$ cat src/rtl/alu32.sv
module alu32 #(
  parameter int W = 32
) (
  input  logic [W-1:0] opa,
  input  logic [W-1:0] opb,
  input  logic [2:0]   opcode,
  output logic [W-1:0] result,
  output logic         zero,
  output logic         overflow
);
  localparam int MSB = W - 1;

  logic         negb;
  logic [W-1:0] binv;
  logic [W-1:0] sum;
  logic [W-1:0] slice_out;
  logic         cin_top, cout_top;
  logic         ovf_raw, less, arith_op, valid_op;

  assign negb = opcode[2];
  assign binv = opb ^ {W{negb}};

  always_comb begin
    logic c;
    c = negb;
    cin_top = 1'b0;
    for (int i = 0; i < W; i++) begin
      if (i == MSB) cin_top = c;
      sum[i] = opa[i] ^ binv[i] ^ c;
      c = (opa[i] & binv[i]) | (opa[i] & c) | (binv[i] & c);
    end
    cout_top = c;
  end

  assign ovf_raw = cout_top ^ cin_top;
  assign less    = sum[MSB] ^ ovf_raw;

  generate
    for (genvar i = 0; i < W; i++) begin : g_slice
      logic less_in;
      if (i == 0) begin : g_lsb
        assign less_in = less;
      end else begin : g_rest
        assign less_in = 1'b0;
      end
      assign slice_out[i] = (opcode[1:0] == 2'b00) ? (opa[i] & binv[i]) :
                            (opcode[1:0] == 2'b01) ? (opa[i] | binv[i]) :
                            (opcode[1:0] == 2'b10) ? sum[i] : less_in;
    end
  endgenerate

  assign valid_op = (opcode == 3'b000) || (opcode == 3'b001) || (opcode == 3'b010) ||
                    (opcode == 3'b110) || (opcode == 3'b111);
  assign arith_op = (opcode == 3'b010) || (opcode == 3'b110);

  assign result   = valid_op ? slice_out : '0;
  assign overflow = arith_op & ovf_raw;
  assign zero     = ~|result;
endmodule

$ cat config.mk
export PLATFORM = sky130hd
export DESIGN_NAME = alu32
export DESIGN_NICKNAME = d
export VERILOG_FILES = /design/src/rtl/alu32.sv
export SDC_FILE = /design/constraint.sdc
export NUM_CORES = 1
export LEC_CHECK = 0
export ABC_AREA = 0
export BUFFER_PORTS_ARGS = -buffer_cell sky130_fd_sc_hd__buf_4
export CAP_MARGIN = 30
export CORE_MARGIN = 10
export CORE_UTILIZATION = 50
export DETAILED_ROUTE_END_ITERATION = 8
export PLACE_DENSITY = 0.78
export REMOVE_ABC_BUFFERS = 1
export SETUP_SLACK_MARGIN = 0.3
export SYNTH_ARGS = -nofsm -noshare
export SYNTH_HDL_FRONTEND = slang
export SYNTH_SLANG_ARGS = --single-unit
export TNS_END_PERCENT = 10
$ cat constraint.sdc
create_clock -name vclk -period 45.7
set_input_delay 6.855 -clock vclk [all_inputs]
set_output_delay 6.855 -clock vclk [all_outputs]
set_load 0.005 [all_outputs]
==> metrics.yaml, run 1 <==
startpoint: "opcode[2]"
power.switching_uw: 22.4
whs_ns: 14.12
synthesis.area_um2: 2870
antenna_found_initial: 0
overflow: 0
pre_cts_ws_ns: 17.11
hpwl_mm: 6.04
diodes: 0
grt_pass1_vias: 2585
num-nets-final: 598
synth_cells: 347
gp_congestion: 0.811
area_delta_synth_final_pct: 25.7
die_height_um: 95.8
die_area_um2: 9180
fmax_mhz: 35.1
grt_first_pass_wirelength_mm: 11.8
worst_hold_startpoint: "opcode[1]"
worstSetupEndpointType: "output pin"
cts-resized-gates: 0
combPwrFrac_pct: 100.0
vias_per_cell: 4.79
critical_path.most_common_cell: "fa_1"
avgSynthCellArea_um2: 8.28
drv_cap: 0
nClkBuffers: 0
setup_tns_ns: 0
tightest_slew_ns: 0.901
seq_cells: 0
final_area_um2: 3610
first_iter_violations: 36
rsz0062_at_grt: "false"
drc: 0
outcome: "finished, final reports clean"
p_clk_share_pct: 0
routedWlPerCell_um: 13.8
swShare_pct: 51.6
grt_max_degree: 56
fin_crit_ns: 28.51
cp_data_required_time_ns: 38.85
yosysSeqAreaShare_pct: 0
seq_power_share_pct: 0
seqCellArea_um2: 0
drive_gt1_share_pct: 25.2
num-fill-cells: 492
layout_commonest_cell: "buf_4"
fp.dieW_um: 95.8
post-route-period-util_pct: 62.4
relSlewSlack_pct: 39.7
cts_setup_buffers: 0
placementRows: 27
critPathKind: "in2out"
crit_arrival_ns: 21.66
design.core.area_um2: 5540
hold_path.class: "in2out"
wirelength_mm: 6.96
vias: 2417
powerDensity_nw_per_um2: 12.0
critPathMaxStageDelay_ns: 0.47
hold_viol_final: 0
power_uw: 43.4
firstDrtPassIters: 4
worstSetupStartpointType: "input pin"
fin_ws_ns: 17.19
io_buffer_count: 101
postRouteAntennaNets: 0
io_pins: 101
p_leak_uw: 0.00203
yosysWarnings: 0
synth_cell_types: 25
dpl_cell_area_um2: 3610
initial_utilization_pct: 51.9
cp_slowest_cell: "fa_1"
final_max_slew_viol_count: 0
grt_usage_pct: 15.2
crit_fanout: 37
endpoint: "zero"
ir_worst_vdd_mv: 0.00710
internal_power_uw: 21.0
mostFrequentLayoutCells: "102 x buf_4, 77 x inv_1, 64 x ha_1"
cts_hold_buf: 0
finalSetupViolCount: 0
-- kinds of logic (layout without fill, tap and decap cells) --
group / Yosys count / count (layout) / synth area share [%]
AOI/OAI and AO/OA: 52 / 52 / 10.8
xor gates and xnor gates: 33 / 33 / 10.1
buffers and inverters: 96 / 182 / 14.5
and+or+nand+nor: 55 / 55 / 9.19
muxes: 15 / 15 / 5.22
adders and majority gates: 96 / 96 / 50.2
-- stage by stage --
stage | util [%] | instances
after floorplan | - | 331
after global placement | 65.2 | 505
after detailed placement | 65.2 | 505
after CTS | 65.2 | 505
after global routing | 65.2 | 505
final | 65.2 | 505
-- cell usage after synthesis --
master / number / share of area (%)
nand2b_1: 1 / 0.22
clkbuf_1: 1 / 0.13
xnor2_1: 1 / 0.30
nor4_1: 4 / 0.87
ha_1: 64 / 28
xor2_1: 32 / 9.8
nor3_1: 1 / 0.17
inv_2: 3 / 0.39
nand4bb_1: 1 / 0.39
nor2b_2: 1 / 0.30
inv_1: 77 / 10
o21ai_1: 24 / 4.2
buf_2: 7 / 1.2
buf_4: 3 / 0.78
nor2_1: 4 / 0.52
buf_6: 5 / 2.0
o21ai_0: 13 / 2.3
fa_1: 32 / 22
a22o_1: 13 / 4.0
nand2_1: 38 / 5.0
o22ai_1: 2 / 0.44
nand4_1: 1 / 0.22
or2_1: 1 / 0.22
nor4_2: 3 / 1.3
mux2i_1: 15 / 5.2
-- critical path: cells and delay by family --
kind,cells,cell delay (ns)
simple gates,3,0.68
buf+inv,5,0.90
xor+xnor,1,0.18
compound gates,1,0.10
fa+ha+maj,31,12.91
-- power by group through the flow --
| stage | logic, uW | clock network [uW] | registers, uW |
|---|---|---|---|
| finish | 43.4 | 0 | 0 |
| global placement | 42.4 | 0 | 0 |
| floorplan | 24.4 | 0 | 0 |
| global route | 50.2 | 0 | 0 |
| CTS | 44.3 | 0 | 0 |
| detailed placement | 44.2 | 0 | 0 |
-- worst min-delay path by stage --
stage                      to  depth (start not counted)
floorplan            overflow                          2
global placement    result[0]                          4
detailed placement  result[0]                          4
CTS                 result[0]                          4
global route        result[0]                          4
finish              result[0]                          4
-- routing by layer --
layer / share of wire [%] / up-vias / track usage [%]
met5: 0 / - / 0
met4: 0.23 / 0 / 0.369
met3: 6.0 / 2 / 2.26
met2: 52 / 58 / 29.1
met1: 41 / 1132 / 18.2
li1: - / 1225 / -
-- final cells by class --
type	instances	area (um^2)	area share (%)
multi-input cells	251	2460	68.0
inverters	80	300	8.31
repair buffers	102	766	21.2
well taps	72	90.1	2.49
Power figures use the tool's default switching activity.
==> run 2, diff against run 1 <==
Settings changed: CORE_UTILIZATION 50 to 49, PLACE_DENSITY 0.78 to 0.8.
Clock period 45.7 ns to 23.7 ns, I/O delays scaled along.
==> metrics.yaml, run 2 (synthesis gave the netlist of run 1 again) <==
p_leak_uw: 0.00204  # was 0.00203 uW
dp.cells: 505  # unchanged
drv_cap: 0  # unchanged
critical_path.most_common_cell: "fa_1"  # unchanged
initial_utilization_pct: 51.2  # was 51.9%
num-nets-final: 598  # unchanged
wirelength_mm: 6.98  # was 6.96 mm
cp_slowest_cell: "fa_1"  # unchanged
area_delta_synth_final_pct: 25.9  # was 25.7%
grt_usage_pct: 15.1  # was 15.2%
finalSetupViolCount: 0  # unchanged
tightest_slew_ns: 0.918  # was 0.901 ns
fp.dieW_um: 96.6  # was 95.8 um
crit_arrival_ns: 18.38  # was 21.66 ns
p_clk_share_pct: 0  # about the same
met1Wirelength_mm: 2.73  # was 2.88 mm
cts_hold_buf: 0  # unchanged
path_buf_inv: 5  # unchanged
io_buffer_count: 101  # unchanged
cp_data_required_time_ns: 20.15  # was 38.85 ns
nClkBuffers: 0  # unchanged
crit_fanout: 37  # unchanged
setup_tns_ns: 0  # unchanged
die_height_um: 96.6  # was 95.8 um
overflow: 0  # unchanged
seq_cells: 0  # unchanged
io_pins: 101  # unchanged
rsz0062_at_grt: "false"  # unchanged
firstDrtPassIters: 4  # unchanged
vias: 2418  # was 2,417
gp_congestion: 0.774  # was 0.811
fmax_mhz: 45.6
hold_viol_final: 0  # unchanged
final-instance-count-excl-fill: 505  # unchanged
grt_max_degree: 56  # unchanged
mostFrequentLayoutCells: "101 x buf_4, 77 x inv_1, 64 x ha_1"  # was 102 x buf_4, 77 x inv_1, 64 x ha_1
drive_gt1_share_pct: 25.2  # unchanged
cts_setup_buffers: 0  # unchanged
relSlewSlack_pct: 38.6  # was 39.7%
ir_worst_vdd_mv: 0.0145  # was 0.00710 mV
layout_commonest_cell: "buf_4"  # unchanged
fin_crit_ns: 21.93
seq_power_share_pct: 0  # about the same
crit_family: "adder cells"  # unchanged
topRoutingLayerUsed: "met4"  # unchanged
grt_first_pass_wirelength_mm: 11.8  # unchanged
wl_met3_um: 562  # was 417 um
cts-resized-gates: 0  # unchanged
power.switching_uw: 43.6  # was 22.4 uW
routedWlPerCell_um: 13.8  # about the same
worstSetupEndpointType: "output pin"  # unchanged
outcome: "finished, final reports clean"  # unchanged
internal_power_uw: 40.8  # was 21.0 uW
critPathMaxStageDelay_ns: 0.47  # about the same
hpwl_mm: 6.05  # was 6.04 mm
hold_path.class: "in2out"  # unchanged
swShare_pct: 51.6  # about the same
final_max_slew_viol_count: 0  # unchanged
die_area_um2: 9330  # was 9180 um^2
vias_per_cell: 4.79  # about the same
design.core.area_um2: 5610  # was 5540 um^2
placementRows: 27  # unchanged
grt_pass1_vias: 2617  # was 2,585
critPathKind: "in2out"  # unchanged
post-route-period-util_pct: 92.5
antenna_found_initial: 0  # unchanged
num-fill-cells: 511  # was 492
postRouteAntennaNets: 0  # unchanged
combPwrFrac_pct: 100.0  # about the same
drc: 0  # unchanged
first_iter_violations: 30  # was 36
seqCellArea_um2: 0  # unchanged
powerDensity_nw_per_um2: 23.3  # was 12.0 nW/um^2
diodes: 0  # unchanged
wl_met2_mm: 3.65  # about the same
worstSetupStartpointType: "input pin"  # unchanged
run 2: power groups by stage:
stage          combinational [uW]  sequential (uW)  clock, uW
6_report                     84.4                0          0
5_1_grt                      98.3                0          0
3_5_place_dp                 86.0                0          0
4_1_cts                      86.3                0          0
3_3_place_gp                 81.2                0          0
2_1_floorplan                47.1                0          0
run 2: path summary, 6_finish.rpt:
path       from        end  slack [ns]  cells past startpoint
max   opcode[2]       zero        1.77                     41
min   opcode[1]  result[0]        7.51                      4
run 2: layer usage:
layer / vias to the layer above / GRT usage (%)
met1: 1123 / 17.2
li1: 1226 / -
met3: 4 / 3.08
met4: 0 / 1.09
met5: - / 0
met2: 65 / 29.0
run 2: layout make-up:
cell class / instances / area, um^2 / share of cell area (%)
Tap cell: 72 / 90.1 / 2.49
Multi-Input combinational cell: 251 / 2460 / 67.9
Timing Repair Buffer: 102 / 773 / 21.4
Inverter: 80 / 300 / 8.30
run 2: stage by stage:
stage | util, % | total power [uW] | area [um^2] | hold slack, ns | worst slack [ns]
2_1_floorplan | - | 47.1 | 2760 | 7.25 | 3.02
3_3_place_gp | 64.3 | 81.2 | 3600 | 7.51 | 1.96
3_5_place_dp | 64.5 | 86.0 | 3620 | 7.52 | 1.68
4_1_cts | 64.5 | 86.3 | 3620 | 7.52 | 1.62
5_1_grt | 64.5 | 98.3 | 3620 | 7.56 | 0.981
6_report | 64.5 | 84.4 | 3620 | 7.51 | 1.77
